**src/rtl/sam_pkg.sv**
```systemverilog
package sam_pkg;

    typedef enum logic [1:0] {
        ST_IDLE = 2'd0,
        ST_RUN  = 2'd1,
        ST_FIN  = 2'd2
    } sam_state_e;

endpackage

```
**src/rtl/sam_adder.sv**
```systemverilog
module sam_adder #(
    parameter int WIDTH  = 32,
    parameter bit RIPPLE = 1'b0
) (
    input  logic [WIDTH-1:0] x,
    input  logic [WIDTH-1:0] y,
    output logic [WIDTH-1:0] sum,
    output logic             cout
);

    generate
        if (RIPPLE) begin : g_ripple
            logic [WIDTH:0] carry;
            assign carry[0] = 1'b0;
            for (genvar i = 0; i < WIDTH; i++) begin : g_bit
                assign sum[i]     = x[i] ^ y[i] ^ carry[i];
                assign carry[i+1] = (x[i] & y[i]) | (carry[i] & (x[i] ^ y[i]));
            end
            assign cout = carry[WIDTH];
        end else begin : g_behav
            logic [WIDTH:0] full;
            assign full = {1'b0, x} + {1'b0, y};
            assign sum  = full[WIDTH-1:0];
            assign cout = full[WIDTH];
        end
    endgenerate

endmodule

```
**src/rtl/sam_ctrl.sv**
```systemverilog
module sam_ctrl
    import sam_pkg::*;
#(
    parameter int WIDTH = 32
) (
    input  logic clk,
    input  logic rst,
    input  logic start,
    output logic load,
    output logic step,
    output logic busy,
    output logic done
);

    localparam int CNT_W = $clog2(WIDTH) + 1;
    localparam logic [CNT_W-1:0] LAST = CNT_W'(WIDTH - 1);

    typedef struct packed {
        sam_state_e       state;
        logic [CNT_W-1:0] cnt;
    } ctrl_t;

    ctrl_t r_d, r_q;

    always_comb begin
        r_d  = r_q;
        load = 1'b0;
        step = 1'b0;
        case (r_q.state)
            ST_IDLE, ST_FIN: begin
                if (start) begin
                    load      = 1'b1;
                    r_d.state = ST_RUN;
                    r_d.cnt   = '0;
                end else begin
                    r_d.state = ST_IDLE;
                end
            end
            ST_RUN: begin
                step    = 1'b1;
                r_d.cnt = r_q.cnt + 1'b1;
                if (r_q.cnt == LAST) begin
                    r_d.state = ST_FIN;
                end
            end
            default: r_d.state = ST_IDLE;
        endcase
    end

    always_ff @(posedge clk) begin
        if (rst) begin
            r_q <= '{state: ST_IDLE, cnt: '0};
        end else begin
            r_q <= r_d;
        end
    end

    assign busy = (r_q.state == ST_RUN);
    assign done = (r_q.state == ST_FIN);

endmodule

```
**src/rtl/sam_dpath.sv**
```systemverilog
module sam_dpath #(
    parameter int WIDTH  = 32,
    parameter bit RIPPLE = 1'b0
) (
    input  logic               clk,
    input  logic               rst,
    input  logic               load,
    input  logic               step,
    input  logic [WIDTH-1:0]   mcand_in,
    input  logic [WIDTH-1:0]   mplier_in,
    output logic [2*WIDTH-1:0] prod
);

    localparam int PW = 2 * WIDTH;

    typedef struct packed {
        logic [WIDTH-1:0] mcand;
        logic [PW-1:0]    prod;
    } dp_t;

    dp_t r_d, r_q;

    logic [WIDTH-1:0] addend;
    logic [WIDTH-1:0] upper_sum;
    logic             upper_cout;

    assign addend = r_q.prod[0] ? r_q.mcand : '0;

    sam_adder #(
        .WIDTH (WIDTH),
        .RIPPLE(RIPPLE)
    ) u_add (
        .x   (r_q.prod[PW-1:WIDTH]),
        .y   (addend),
        .sum (upper_sum),
        .cout(upper_cout)
    );

    always_comb begin
        r_d = r_q;
        if (load) begin
            r_d.mcand = mcand_in;
            r_d.prod  = {{WIDTH{1'b0}}, mplier_in};
        end else if (step) begin
            r_d.prod = {upper_cout, upper_sum, r_q.prod[WIDTH-1:1]};
        end
    end

    always_ff @(posedge clk) begin
        if (rst) begin
            r_q <= '0;
        end else begin
            r_q <= r_d;
        end
    end

    assign prod = r_q.prod;

endmodule

```
**src/rtl/shift_add_mul.sv**
```systemverilog
module shift_add_mul #(
    parameter int WIDTH  = 32,
    parameter bit RIPPLE = 1'b0
) (
    input  logic             clk,
    input  logic             rst,
    input  logic             start,
    input  logic [WIDTH-1:0] op_a,
    input  logic [WIDTH-1:0] op_b,
    output logic             busy,
    output logic             done,
    output logic [WIDTH-1:0] hi,
    output logic [WIDTH-1:0] lo
);

    logic               load;
    logic               step;
    logic [2*WIDTH-1:0] prod;

    sam_ctrl #(
        .WIDTH(WIDTH)
    ) u_ctrl (
        .clk  (clk),
        .rst  (rst),
        .start(start),
        .load (load),
        .step (step),
        .busy (busy),
        .done (done)
    );

    sam_dpath #(
        .WIDTH (WIDTH),
        .RIPPLE(RIPPLE)
    ) u_dp (
        .clk      (clk),
        .rst      (rst),
        .load     (load),
        .step     (step),
        .mcand_in (op_a),
        .mplier_in(op_b),
        .prod     (prod)
    );

    assign hi = prod[2*WIDTH-1:WIDTH];
    assign lo = prod[WIDTH-1:0];

endmodule

```
**config.mk**
```make
export PLATFORM = sky130hd
export DESIGN_NAME = shift_add_mul
export DESIGN_NICKNAME = d
export VERILOG_FILES = /design/src/rtl/sam_pkg.sv /design/src/rtl/sam_adder.sv /design/src/rtl/sam_ctrl.sv /design/src/rtl/sam_dpath.sv /design/src/rtl/shift_add_mul.sv
export SDC_FILE = /design/constraint.sdc
export NUM_CORES = 1
export LEC_CHECK = 0
export BUFFER_PORTS_ARGS = -buffer_cell sky130_fd_sc_hd__buf_2
export CAP_MARGIN = 20
export CORE_MARGIN = 3
export CORE_UTILIZATION = 24
export CTS_CLUSTER_DIAMETER = 60
export DETAILED_ROUTE_END_ITERATION = 10
export SLEW_MARGIN = 25
export SYNTH_ARGS = -nofsm -noshare
export SYNTH_HDL_FRONTEND = slang
export SYNTH_HIERARCHICAL = 1
export SYNTH_SLANG_ARGS = --single-unit
```
**constraint.sdc**
```tcl
create_clock -name clk -period 2.85 [get_ports clk]
set_input_delay 0.285 -clock clk [delete_from_list [all_inputs] [get_ports clk]]
set_output_delay 0.285 -clock clk [all_outputs]
set_load 0.02 [all_outputs]
```
Word-level counts from Yosys, hierarchy flattened
Index checks and enable logic that the tools add are counted.
Widths: inputs -> output; s select.
{ "totals": {"word_cells": 29, "inputBits": 67, "register_bits": 104, "output_inout_bits": 66} }
{ "op_classes": {"eq_ne": 5, "mux": 11, "n_reduce_logical": 6, "addsub": 2} }
{ "op_table": {"columns": ["operator", "count"], "rows": [
  ["$mux 32", 3],
  ["$add 32x32->33", 1],
  ["$pmux 6 s2", 1],
  ["$add 6x1->6 const B", 1],
  ["$eq 6x5->1 const B", 1],
  ["$mux 6", 1],
  ["$mux 1", 4],
  ["$pmux 2 s2", 1],
  ["$reduce_bool 2->1", 2],
  ["$reduce_or 2->1", 2],
  ["$eq 2x1->1 const B", 1],
  ["$eq 2x2->1 const B", 1],
  ["$logic_not 2->1", 1],
  ["$mux 2", 1],
  ["$ne 2x1->1 const B", 1],
  ["$ne 2x2->1 const B", 1],
  ["$reduce_and 2->1", 1]
]} }

Logic depth before layout (Yosys ltp)
{ "depth": {"depth_word": 4, "depth_mapped": 13, "mapped_depth_nobuf": 12} }

Cells and area by module
The synthesis kept the hierarchy.
{ "by_module_without_submodules": {"columns": ["module", "seq_area_each_um2", "instances", "cells_each", "area_each_um2"], "rows": [
  ["sam_dpath", 1921.8, 1, 449, 4503.1],
  ["sam_adder", 0.0, 1, 231, 1660.3],
  ["sam_ctrl", 160.2, 1, 46, 416.6]
]} }

Worst setup path after synthesis
OpenSTA, ideal clock, no wires.
{ "synth_timing": {"path_kind": "register -> register", "from": "register u_dp.r_q (netlist bit u_dp/prod[0])", "to": "register u_dp.r_q (netlist bit u_dp/prod[63])", "setup_time_ps": 116, "required_time_ps": 2734, "synth_period_minus_slack_ps": 2901, "n_path_buf": 1, "path_slack_ps": -51, "arrival_ps": 2785, "stages_incl_launch_ff": 14, "path_cell_list": "dfxtp_1 -> clkbuf_1 -> and2_1 -> ha_1 -> fa_1 -> a21o_1 -> a221oi_2 -> o211ai_1 -> o21bai_2 -> nor2_1 -> o21ai_1 -> a311o_1 -> mux2i_1 -> nor2_1"} }
{ "synth_between": {"elab_chain_len": 2} }
{ "synth_rtl": {"columns": ["element", "line_no", "rtl"], "rows": [
  ["start: declaration", "sam_dpath.sv:21", "dp_t r_d, r_q;"],
  ["start signal: assignment", "sam_dpath.sv:53", "r_q <= r_d;"],
  ["$mux 32", "sam_dpath.sv:27", "assign addend = r_q.prod[0] ? r_q.mcand : '0;"],
  ["net u_dp.addend[0]", "sam_dpath.sv:23", "logic [WIDTH-1:0] addend;"],
  ["$add 32x32->33", "sam_adder.sv:22", "assign full = {1'b0, x} + {1'b0, y};"],
  ["net u_dp.upper_cout", "sam_dpath.sv:25", "logic upper_cout;"]
]} }
The timed path passes the listed nets, and every way through them passes these cells.
A chain may end at the register's enable or synchronous reset.

Worst setup path after layout
{ "layout_timing": {"from": "register u_dp.r_q (netlist bit u_dp/prod[0])", "to": "register u_dp.r_q (netlist bit u_dp/prod[55])"} }
{ "layout_between": {"elab_chain_len": 2} }
{ "layout_rtl": {"columns": ["element", "line_no", "rtl"], "rows": [
  ["$mux 32", "sam_dpath.sv:27", null],
  ["net u_dp.addend[0]", "sam_dpath.sv:23", null],
  ["$add 32x32->33", "sam_adder.sv:22", null],
  ["net u_dp.upper_sum[24]", "sam_dpath.sv:24", "logic [WIDTH-1:0] upper_sum;"]
]} }
The timed path passes the listed nets, and every way through them passes these cells.

==> results.ini <==
[clock_network]
cts_htree_levels=3
clkSinkCount=104
cts_root_buf=clkbuf_16
path_clk_slew_ns=0.07
clockBufferDepth=2
holdBufCountCts=0
cts_buffers=9
cts_tree=done
worst_skew_pair.late_latency_ns=0.35

[route]
wl_per_cell_um=15.2
drt_iter0_markers=237
drt-pass1-iter-count=4
ant_nets=0
drc_errors=0
dr_wl_met3_um=1090
highest_layer=met5
via_per_inst=4.48
wl_met1_um=8180
routed_wl_um=17600
vias=5200
wl_met2_um=8080

[worst_setup_path]
critical_path_required_ns=3.06
slowest_delay_ns=0.39
r2r_cells=12
cp_slowest_cell=fa_2
reg2reg_to=u_dp/prod[55]
critical_path_class=reg2reg
crit_buf_inv=0
r2r_slack_ns=0.05
crit_fanout=7
cp.arrival_ns=3.01
path_delay_family=compound AO/OA/AOI/OAI gates
timing.rr.start=u_dp/prod[0]
critPathCaptureType=flop
crit_chain=and2_4 > ha_4 > fa_2 > a21o_1 > a221oi_4 > o211ai_1 > o21bai_4 > a21oi_1 > o21ai_1 > xor2_1 > mux2i_1 > nor2_1
start_kind=flop

[logic_synthesis]
avgSynthCellArea_um2=9.06
synth.distinct_cells=55
syn_area_um2=6580
synth_common_cells=dfxtp_1, mux2i_1, nor2_1
ys_seq_elements=104
async_reset_ff_frac=0
ys_seq_area_frac=0.316
synthFlopType=dfxtp_1
ys_warn_count=6
synth_area_leader_cell=dfxtp_1
synth_edf_count=0
yosysMostFrequentCell=dfxtp_1
netlist_instances=726
synth_top_area_share=0.316
syn_nets=827
synth_area_leaders=dfxtp_1, mux2i_1, buf_4, ha_1, nor2_1

[pwr]
powerDensity_nw_per_um2=438
irDropWorstVdd_mv=0.232
leakage_uw=0.00343
finalPower_uw=3440

[timing]
fmaxAchievable_ghz=0.358
tightest_slew_ns=0.690
hold_violations=0
setup_viol=0
finalMaxSlewViolations=0
fin_crit_sh=0.981
rsz0062_at_grt=true
finalClockSkew_ns=0.00925
min_period_ns=2.80
max_slew_margin=0.540
fin_ws_ns=0.0544

[global_routing]
grt_pass1_wl_um=27500
track_usage=0.118
antenna_found_initial=1
grt_pass1_vias=5184
grt_max_degree=51
grt-ovfl-total=0

[die]
die_w_um=172
pin_count=133
die_h_um=172
rows=59
core_um2=26500
die_area_um2=29400
start_util=0.248

[placed_design]
gp_congestion=0.840
dp_slack_ns=-0.0389
portBuffers=132
hpwlAfterDp_um=13000

[status]
status=finished clean

[final_layout]
syn_to_final_growth_pct=19.5
final_layout_size_suffix_gt1_frac=0.308
utilization=0.297
nets=920

[min_path]
hold_path.class=in2reg
hold_start=op_a[27]
hold_depth=3
worst_hold_path.endpoint=u_dp/r_q[91]

[run]
cap_violations=0

==> worst max path at each step <==
stage	slack, ns	cells past startpoint	startpoint	to
floorplan	0.02	13	u_dp/prod[0]	u_dp/prod[63]
global placement	0.01	12	u_dp/prod[0]	u_dp/prod[63]
detailed placement	-0.04	12	u_dp/prod[0]	u_dp/prod[63]
CTS	0.01	13	u_dp/prod[0]	u_dp/prod[49]
global route	-0.09	12	u_dp/prod[0]	u_dp/prod[63]
finish	0.05	12	u_dp/prod[0]	u_dp/prod[55]
==> layer usage <==
| metal | vias to the layer above | GRT usage |
|---|---|---|
| met2 | 102 | 0.188 |
| met1 | 2421 | 0.156 |
| met3 | 15 | 0.0349 |
| met5 | - | 0 |
| met4 | 2 | 0.0308 |
| li1 | 2660 | - |
==> cells by family (layout without fill, tap and decap cells) <==
family / after synthesis / count (layout) / share of synthesized area
mux: 98 / 98 / 0.149
buf+inv: 112 / 210 / 0.120
compound gates: 125 / 125 / 0.137
fa+ha+maj: 34 / 34 / 0.0658
xor+xnor: 29 / 29 / 0.0386
flops: 104 / 104 / 0.316
simple gates: 224 / 224 / 0.174
other cells: 0 / 1 / 0
==> tightest hold or removal path, delay by kind of cell <==
family | cells | cell delay [ns]
mux | 1 | 0.05
simple gates | 1 | 0.07
buf+inv | 1 | 0.07
==> area by class of cell <==
| type | instances | area, um2 |
|---|---|---|
| clock buffer | 12 | 256 |
| sequential | 104 | 2090 |
| antenna | 1 | 2.50 |
| tap | 335 | 419 |
| multi-input combinational | 510 | 3940 |
| timing repair buffer | 186 | 1070 |
| inverter | 8 | 35.0 |
| fill | 2767 | 18600 |
| clock inverter | 4 | 51.3 |
==> power breakdown <==
| part | switching (uW) | total [uW] | internal [uW] | leakage (uW) |
|---|---|---|---|---|
| Combinational | 306 | 544 | 237 | 0.00243 |
| Clock | 576 | 1310 | 733 | 0.000149 |
| Sequential | 59.6 | 1590 | 1530 | 0.000852 |
==> stage by stage <==
step                area, um2  TNS (ns)  hold WS [ns]  instances
finish                   7870         0         0.167       1160
global route             7860    -0.443         0.157       1159
CTS                      7680         0         0.152       1156
detailed placement       7300    -0.169         0.478       1140
global placement         7300         0         0.464       1140
floorplan                6590         0         0.432        726
==> cell usage in the layout, fill, tap and decap left out, types with 4 or more instances in the layout <==
cell type | synthesis | routed
and2_4 | 0 | 6
xor2_1 | 11 | 11
nor2b_1 | 36 | 35
o21ai_0 | 13 | 13
nor3_1 | 6 | 6
dfxtp_1 | 104 | 103
o21ai_1 | 7 | 6
ha_1 | 33 | 23
clkbuf_16 | 0 | 9
nor2_1 | 82 | 80
and2_1 | 34 | 28
buf_2 | 6 | 132
a211oi_1 | 30 | 29
a21oi_1 | 34 | 32
a21o_1 | 8 | 8
ha_4 | 0 | 10
nand4_1 | 10 | 10
and3_1 | 5 | 5
a211oi_2 | 5 | 6
o21a_1 | 4 | 4
mux2i_1 | 96 | 96
buf_4 | 73 | 52
inv_1 | 7 | 6
xnor2_1 | 18 | 18
nand3_1 | 12 | 12
nand2_1 | 24 | 21
==> registers in the layout, indices dropped and copies added, names as in the netlist <==
| register | flops |
|---|---|
| u_ctrl/r_q | 8 |
| u_dp/prod | 64 |
| u_dp/r_q | 32 |
==> what timing repair did <==
action,in CTS,in global routing
pin swaps,2,24
endpoints found under the hold margin,0,0
buffers inserted,0,3
setup endpoints to repair,10,13
resized for setup,10,32
(Power assumes the default switching activity.)
